==> src/rtl/osc_sampler_pkg.sv <==
`timescale 1ns/1ps
package osc_sampler_pkg;

    localparam int CFG_W     = 32;
    localparam int PER_W     = 16;
    localparam int WIN_W     = 8;
    localparam int VALID_BIT = 9;

    // bit 31:24 window, 23:8 period, 7:1 reserved, 0 stop
    typedef struct packed {
        logic [WIN_W-1:0] win;
        logic [PER_W-1:0] per;
        logic [6:0]       rsvd;
        logic             halt;
    } chan_cfg_t;

    typedef enum logic [2:0] {
        ST_IDLE  = 3'd0,
        ST_HALT  = 3'd1,
        ST_GAP   = 3'd2,
        ST_COUNT = 3'd3,
        ST_SAT   = 3'd5
    } chan_state_e;

    function automatic logic [PER_W-1:0] eff_window(logic [WIN_W-1:0] win,
                                                    logic [PER_W-1:0] per);
        logic [PER_W-1:0] w;
        w = PER_W'(win);
        return (w < per) ? w : per;
    endfunction

endpackage

==> src/rtl/osc_edge_sync.sv <==
`timescale 1ns/1ps
module osc_edge_sync (
    input  logic clk,
    input  logic rst,
    input  logic async_in,
    output logic rise_o
);
    logic meta_q, sync_q, prev_q;

    always_ff @(posedge clk) begin
        if (rst) begin
            meta_q <= 1'b0;
            sync_q <= 1'b0;
            prev_q <= 1'b0;
        end else begin
            meta_q <= async_in;
            sync_q <= meta_q;
            prev_q <= sync_q;
        end
    end

    assign rise_o = sync_q & ~prev_q;
endmodule

==> src/rtl/osc_period_timer.sv <==
`timescale 1ns/1ps
module osc_period_timer
    import osc_sampler_pkg::*;
(
    input  logic             clk,
    input  logic             rst,
    input  logic             restart,
    input  logic             run,
    input  logic [PER_W-1:0] per_len,
    input  logic [WIN_W-1:0] win_len,
    output logic             win_open,
    output logic             win_first,
    output logic             win_last
);
    logic [PER_W-1:0] tick_q;
    logic [PER_W-1:0] eff_len;

    assign eff_len = eff_window(win_len, per_len);

    always_ff @(posedge clk) begin
        if (rst || restart || !run)
            tick_q <= '0;
        else if (tick_q == per_len - PER_W'(1))
            tick_q <= '0;
        else
            tick_q <= tick_q + PER_W'(1);
    end

    assign win_open  = run && (tick_q < eff_len);
    assign win_first = win_open && (tick_q == '0);
    assign win_last  = win_open && (tick_q == eff_len - PER_W'(1));
endmodule

==> src/rtl/osc_pulse_counter.sv <==
`timescale 1ns/1ps
module osc_pulse_counter #(
    parameter int CNT_W = 16
) (
    input  logic             clk,
    input  logic             rst,
    input  logic             abort,
    input  logic             pulse,
    input  logic             win_open,
    input  logic             win_first,
    input  logic             win_last,
    output logic [CNT_W-1:0] result,
    output logic             valid
);
    localparam logic [CNT_W-1:0] ALL_ONES = '1;

    logic [CNT_W-1:0] acc_q, base, sum;

    always_comb begin
        base = win_first ? '0 : acc_q;
        sum  = (base == ALL_ONES) ? ALL_ONES : base + CNT_W'(pulse);
    end

    always_ff @(posedge clk) begin
        if (rst) begin
            acc_q  <= '0;
            result <= '0;
            valid  <= 1'b0;
        end else begin
            if (win_open)
                acc_q <= sum;
            if (abort)
                valid <= 1'b0;
            else if (win_last) begin
                result <= sum;
                valid  <= 1'b1;
            end
        end
    end
endmodule

==> src/rtl/osc_temp_sampler.sv <==
`timescale 1ns/1ps
module osc_temp_sampler
    import osc_sampler_pkg::*;
#(
    parameter int CNT_W = 16
) (
    input  logic        clk,
    input  logic        rst,
    input  logic        cfg_we,
    input  logic [31:0] cfg_wdata,
    input  logic        osc_in,
    output logic [31:0] status_word,
    output logic [31:0] count_word,
    output logic        overflow_o
);
    chan_cfg_t        cfg_q;
    chan_state_e      state;
    logic             run, rise, win_open, win_first, win_last, valid;
    logic [CNT_W-1:0] result;

    always_ff @(posedge clk) begin
        if (rst)
            cfg_q <= '0;
        else if (cfg_we)
            cfg_q <= chan_cfg_t'(cfg_wdata);
    end

    assign run = !cfg_q.halt && (cfg_q.per != '0) && (cfg_q.win != '0);

    osc_edge_sync u_sync (
        .clk      (clk),
        .rst      (rst),
        .async_in (osc_in),
        .rise_o   (rise)
    );

    osc_period_timer u_timer (
        .clk       (clk),
        .rst       (rst),
        .restart   (cfg_we),
        .run       (run),
        .per_len   (cfg_q.per),
        .win_len   (cfg_q.win),
        .win_open  (win_open),
        .win_first (win_first),
        .win_last  (win_last)
    );

    osc_pulse_counter #(.CNT_W(CNT_W)) u_count (
        .clk       (clk),
        .rst       (rst),
        .abort     (cfg_we),
        .pulse     (rise),
        .win_open  (win_open),
        .win_first (win_first),
        .win_last  (win_last),
        .result    (result),
        .valid     (valid)
    );

    assign overflow_o = valid && (result == '1);

    always_comb begin
        if (cfg_q.halt)                              state = ST_HALT;
        else if (cfg_q.per == '0 || cfg_q.win == '0) state = ST_IDLE;
        else if (overflow_o)                         state = ST_SAT;
        else if (win_open)                           state = ST_COUNT;
        else                                         state = ST_GAP;
    end

    always_comb begin
        status_word            = '0;
        status_word[2:0]       = state;
        status_word[VALID_BIT] = valid;
        count_word             = {16'(result), 16'h0000};
    end
endmodule

==> config.mk <==
export PLATFORM = sky130hd
export DESIGN_NAME = osc_temp_sampler
export DESIGN_NICKNAME = d
export VERILOG_FILES = /design/src/rtl/osc_sampler_pkg.sv /design/src/rtl/osc_edge_sync.sv /design/src/rtl/osc_period_timer.sv /design/src/rtl/osc_pulse_counter.sv /design/src/rtl/osc_temp_sampler.sv
export SDC_FILE = /design/constraint.sdc
export NUM_CORES = 1
export LEC_CHECK = 0
export ABC_AREA = 0
export BUFFER_PORTS_ARGS = -buffer_cell sky130_fd_sc_hd__buf_2
export CORE_MARGIN = 10
export CORE_UTILIZATION = 58
export DETAILED_ROUTE_END_ITERATION = 6
export GPL_TIMING_DRIVEN = 0
export PLACE_DENSITY = 0.82
export SLEW_MARGIN = 20
export SYNTH_ARGS = -nofsm -noshare
export SYNTH_HDL_FRONTEND = slang
export SYNTH_HIERARCHICAL = 1
export SYNTH_SLANG_ARGS = --single-unit
==> constraint.sdc <==
create_clock -name clk -period 14.88 [get_ports clk]
set_input_delay 2.976 -clock clk [delete_from_list [all_inputs] [get_ports clk]]
set_output_delay 2.976 -clock clk [all_outputs]
set_load 0.005 [all_outputs]
# After elaboration in Yosys (flattened, before gate mapping)
# Index checks and enable logic that the tools add are counted.
# classes
bitwise_logic,3
add_sub_neg,4
mux,7
n_reduce_logical,19
eq_ne,4
n_lt_le_gt_ge,2
# ops
cell,count
two-way mux 16 bit,3
== test 16 bit,2
== test 16 bit (second input constant),2
logical NOT 16 bit,2
subtractor 16 x 1 -> 16 bit (second input constant),2
adder 16 x 1 -> 16 bit,1
adder 16 x 1 -> 16 bit (second input constant),1
less-than comparator 16 bit,1
less-than comparator 8 x 16 -> 1 bit,1
nonzero test 16 bit,1
two-way mux 3 bit,3
logical NOT 8 bit,1
nonzero test 8 bit,1
logical AND 1 bit,6
OR reduction 2 bit,2
logical OR 1 bit,3
logical NOT 1 bit,2
NOT 1 bit,2
AND reduction 2 bit,1
bitwise AND 1 bit,1
two-way mux 1 bit,1
# totals
in_bits,36
wordCells,49
ff_bits,77
output_inout_bits,65

# Depth between registers and ports, before layout
# depth
ltp_word,8
ltp_mapped,28
depth_no_buf,23

# Cells and area by module
# Netlist, hierarchy kept.
# modules_own_cells
module,instances,cells_each,seq_area_each_um2,area_each_um2
osc_period_timer,1,325,320.3,2423.6
osc_pulse_counter,1,207,660.6,1845.5
osc_temp_sampler,1,151,500.5,1358.8
osc_edge_sync,1,7,60.1,87.6

# Worst setup path before layout
# OpenSTA, ideal clock, no wires.
# synth_path
path_kind,register -> output
from,reg cfg_q[11] (netlist bit)
to,out status_word[0]
n_path_buf,3
path_stages_with_launch,21
required_time_ps,11904
path_slack_ps,7876
t_arrival_ps,4028
cell_sequence,dfxtp_1 clkbuf_1 inv_1 ha_1 o21a_1 nor2_1 or4_1 buf_6 nand2_2 buf_4 mux2i_1 ha_1 nor2b_1 o31ai_1 a21oi_1 o21ai_0 a31oi_1 or4b_2 inv_1 nor2_1 a21oi_1
# synth_between
elab_chain_cells,8
elab_cells_between_ends,13
classes_between,order compare: 2; mux: 5; reduce/logical: 6
# synth_lines
item,line_no,source
from (decl),osc_temp_sampler.sv:16,chan_cfg_t cfg_q;
from (signal assigned),osc_temp_sampler.sv:25,cfg_q <= chan_cfg_t'(cfg_wdata);
less-than comparator 8 x 16 -> 1 bit / nonzero test 16 bit (equally long branches),"osc_sampler_pkg.sv:29, osc_temp_sampler.sv:28",
two-way mux 16 bit / logical AND 1 bit (equally long branches),"osc_sampler_pkg.sv:29, osc_temp_sampler.sv:28",
less-than comparator 16 bit / logical AND 1 bit (equally long branches),"osc_period_timer.sv:29, osc_temp_sampler.sv:28",
logical AND 1 bit *,osc_period_timer.sv:29,assign win_open = run && (tick_q < eff_len);
via win_open,osc_temp_sampler.sv:18,"logic run, rise, win_open, win_first, win_last, valid;"
two-way mux 1 bit *,osc_temp_sampler.sv:67,else if (win_open) state = ST_COUNT;
two-way mux 3 bit *,osc_temp_sampler.sv:66,else if (overflow_o) state = ST_SAT;
two-way mux 3 bit *,osc_temp_sampler.sv:65,else if (cfg_q.per == '0 || cfg_q.win == '0) state = ST_IDLE;
two-way mux 3 bit *,osc_temp_sampler.sv:64,if (cfg_q.halt) state = ST_HALT;
to (decl),osc_temp_sampler.sv:12,"output logic [31:0] status_word,"
# The timed path passes the listed nets; every way through them passes the cells marked *.

# Worst setup path after layout
# layout_path
from,reg cfg_q[10] (netlist bit)
to,out status_word[0]
# The elaborated chain is that of the path after synthesis.

==> results.py <==
metrics = {
    "cts": {
        "clk_pin_slew_ns": 0.08,
        "numCtsBuffers": 9,
        "cts_tree": "built",
        "hold_buffers": 0,
        "post_cts_buffers": 0,
        "clkLatencyLatePin_ns": 0.37,
        "ctsResizeCount": 0,
        "clock-sinks": 77,
        "cts-root-buf": "clkbuf_8",
        "htreeDepth": 3,
        "clockBufferDepth": 2,
    },
    "cells_and_area": {
        "syn_to_final_growth_pct": 14.1,
        "layout_common_cells": "97 x nor2_1, 77 x dfxtp_1, 53 x buf_2",
        "n_fill_cell": 846,
        "final_common_cell": "nor2_1",
        "final_layout_size_suffix_gt1_share_pct": 18.3,
        "regArea_mm2": 0.00154,
        "diodes": 0,
        "post-route-util_pct": 67.3,
        "nets": 865,
        "multiInputGateArea_mm2": 0.00373,
    },
    "routing": {
        "final_antenna_net_count": 0,
        "routedWlPerCell_um": 17.1,
        "vias_per_cell": 5.77,
        "vias": 5408,
        "wirelength_um": 16000,
        "first_pass_iters": 5,
        "drcViolationCount": 0,
        "drtIter0Drc": 480,
    },
    "logic_synthesis": {
        "synth_area_leaders": "dfxtp_1 27%, mux2i_1 6.8%, nor2_1 6.4%",
        "synth_ff_type": "dfxtp_1",
        "postSynthAreaPerCell_um2": 8.28,
        "synth_top_area_cell": "dfxtp_1",
        "postSynthCellCount": 690,
        "ys_types": 70,
        "yosysWarnings": 6,
        "synth_seq_area_share_pct": 27.0,
        "ys_seq_elements": 77,
        "synth_edf_count": 0,
        "synth_top_area_share_pct": 27.0,
        "synth-async-reset-ratio_pct": 0,
        "synth_area_mm2": 0.00572,
    },
    "setup_path": {
        "cp.required_ns": 11.90,
        "endpoint_kind": "primary output",
        "critPathArrivalTime_ns": 5.34,
        "path_class": "reg -> out",
        "critPathMaxStageDelay_ns": 0.72,
        "critPathLaunchType": "register",
        "path_cells": "clkbuf_1, inv_1, ha_1, a2111oi_0, or4_1, buf_6, nand2_2, buf_4, mux2i_1, ha_1, nor2b_1, o31ai_1, a21oi_1, o21ai_0, a31oi_1, or4b_2, inv_1, nor2_1, a21oi_1, buf_2",
        "cp_slowest_cell": "or4b_2",
        "crit_fanout": 10,
    },
    "power": {
        "clockPowerShare_pct": 31.7,
        "internal-power_mw": 0.354,
        "comb_power_share_pct": 24.9,
        "p_per_area_mw_per_mm2": 81.2,
        "switchingPower_mw": 0.176,
        "vdd_drop_max_v": 0.0000605,
        "swShare_pct": 33.1,
        "p_leak_nw": 2.75,
        "sequentialPowerShare_pct": 43.4,
    },
    "floorplanning": {
        "fp.dieH_um": 119,
        "fp.coreArea_mm2": 0.00968,
        "die_area_mm2": 0.0142,
        "initial_core_util_pct": 59.0,
        "die_x_um": 119,
        "io_pins": 101,
        "rows": 36,
    },
    "sta": {
        "min_period_over_period_pct": 55.9,
        "finClkSkew_ns": 0.0128,
        "hold_violations": 0,
        "max-slew-margin-rel_pct": 51.1,
        "setup_violations": 0,
        "period_needed_ns": 8.32,
        "rsz0062_at_grt": "no",
        "tns_ns": 0,
        "fmax_mhz": 120,
        "finalMaxSlewViolations": 0,
        "tightestPinTransition_ns": 0.728,
        "setup_slack_ns": 6.56,
    },
    "global_routing": {
        "grt_pass1_vias": 5118,
        "grt_overflow": 0,
        "grt_pass1_wl_um": 26000,
        "grt_usage_pct": 21.9,
        "grt_max_degree": 14,
        "antenna_found_initial": 0,
    },
    "run": {
        "cap_violations": 0,
    },
    "run_status": {
        "status": "completed",
    },
    "placement": {
        "gp_congestion": 0.925,
        "dp.final_hpwl_um": 12600,
        "portBuffers": 49,
        "pre_cts_ws_ns": 6.98,
    },
    "hold_path": {
        "hp-class": "reg -> reg",
    },
}
==> power by group through the flow <==
stage,Clock (mW),Sequential [mW],Combinational (mW)
6_report,0.168,0.230,0.132
5_1_grt,0.179,0.232,0.145
4_1_cts,0.170,0.229,0.128
3_5_place_dp,0,0.234,0.128
3_3_place_gp,0,0.233,0.124
2_1_floorplan,0,0.230,0.0994
==> metrics by stage <==
stage / area [um^2] / hold slack (ns) / std cells / power, mW
finish: 6520 / 0.453 / 938 / 0.530
global route: 6520 / 0.477 / 938 / 0.555
CTS: 6520 / 0.458 / 938 / 0.527
detailed placement: 6310 / 0.432 / 922 / 0.362
global placement: 6310 / 0.437 / 922 / 0.357
floorplan: 5900 / 0.414 / 740 / 0.329
==> Yosys cell counts (all sizes together), types with 4 or more instances <==
cell type and n:
nor2b 16, nand4b 5, dfxtp 77, nor2 97, o21a 5, a211oi 16
nand4 13, nand2b 6, nor3 19, o31a 4, clkbuf 27, inv 27
xnor2 28, and3 7, a21oi 21, ha 29, buf 57, o21ai 25
nand3 24, a22oi 6, mux2i 39, a311oi 13, nand2 30, o32ai 5
xor2 18, nor4 33, nand3b 4
==> critical path: cells and delay by family (launching register included) <==
| family | cells | cell delay (ns) |
|---|---|---|
| flops | 1 | 0.40 |
| compound gates | 6 | 1.40 |
| mux | 1 | 0.29 |
| simple gates | 5 | 1.22 |
| fa+ha+maj | 2 | 0.53 |
| buf+inv | 6 | 1.14 |
==> registers in the layout, summed over array words and instances (netlist names) <==
name	count
u_sync/sync_q	1
cfg_q	25
u_timer/tick_q	16
u_count/acc_q	16
u_sync/meta_q	1
u_count/result	16
u_sync/prev_q	1
u_count/valid	1
==> area by class of cell <==
cell class	count	share of cell area, %
timing repair buffer	49	3.76
clock buffer	11	2.17
sequential	77	23.6
multi-input combinational	551	57.2
inverter	28	1.61
buffer	84	8.15
tap	133	2.55
clock inverter	5	0.902
==> kinds of logic (layout without fill, tap and decap cells) <==
kind of cell	Yosys count	after routing	synth area share (%)
xor+xnor	46	46	7.05
flops	77	77	27.0
simple gates	268	268	26.4
other cells	2	52	0.131
fa+ha+maj	29	29	6.35
buf+inv	112	177	11.1
mux	40	40	7.03
compound gates	116	116	15.0
==> worst paths after layout <==
kind	from	end	slack, ns	depth (start not counted)
max	cfg_q[10]$_SDFFE_PP0P_	status_word[0]	6.56	20
min	u_sync/meta_q$_SDFF_PP0_	u_sync/sync_q$_SDFF_PP0_	0.45	1
max reg2reg	cfg_q[10]$_SDFFE_PP0P_	u_count/acc_q[8]$_SDFFE_PP0P_	7.74	26
min reg2reg	u_sync/meta_q$_SDFF_PP0_	u_sync/sync_q$_SDFF_PP0_	0.45	1
==> metal layers <==
metal / share of wire, % / track usage [%] / vias to the layer above / routed length [um]
li1: - / - / 2611 / -
met1: 44 / 29.8 / 2536 / 7080
met2: 45 / 33.2 / 235 / 7200
met3: 9.1 / 4.96 / 26 / 1470
met4: 1.8 / 8.17 / 0 / 293
met5: 0 / 0 / - / 0
No activity file was read; power rests on OpenSTA's default activity.
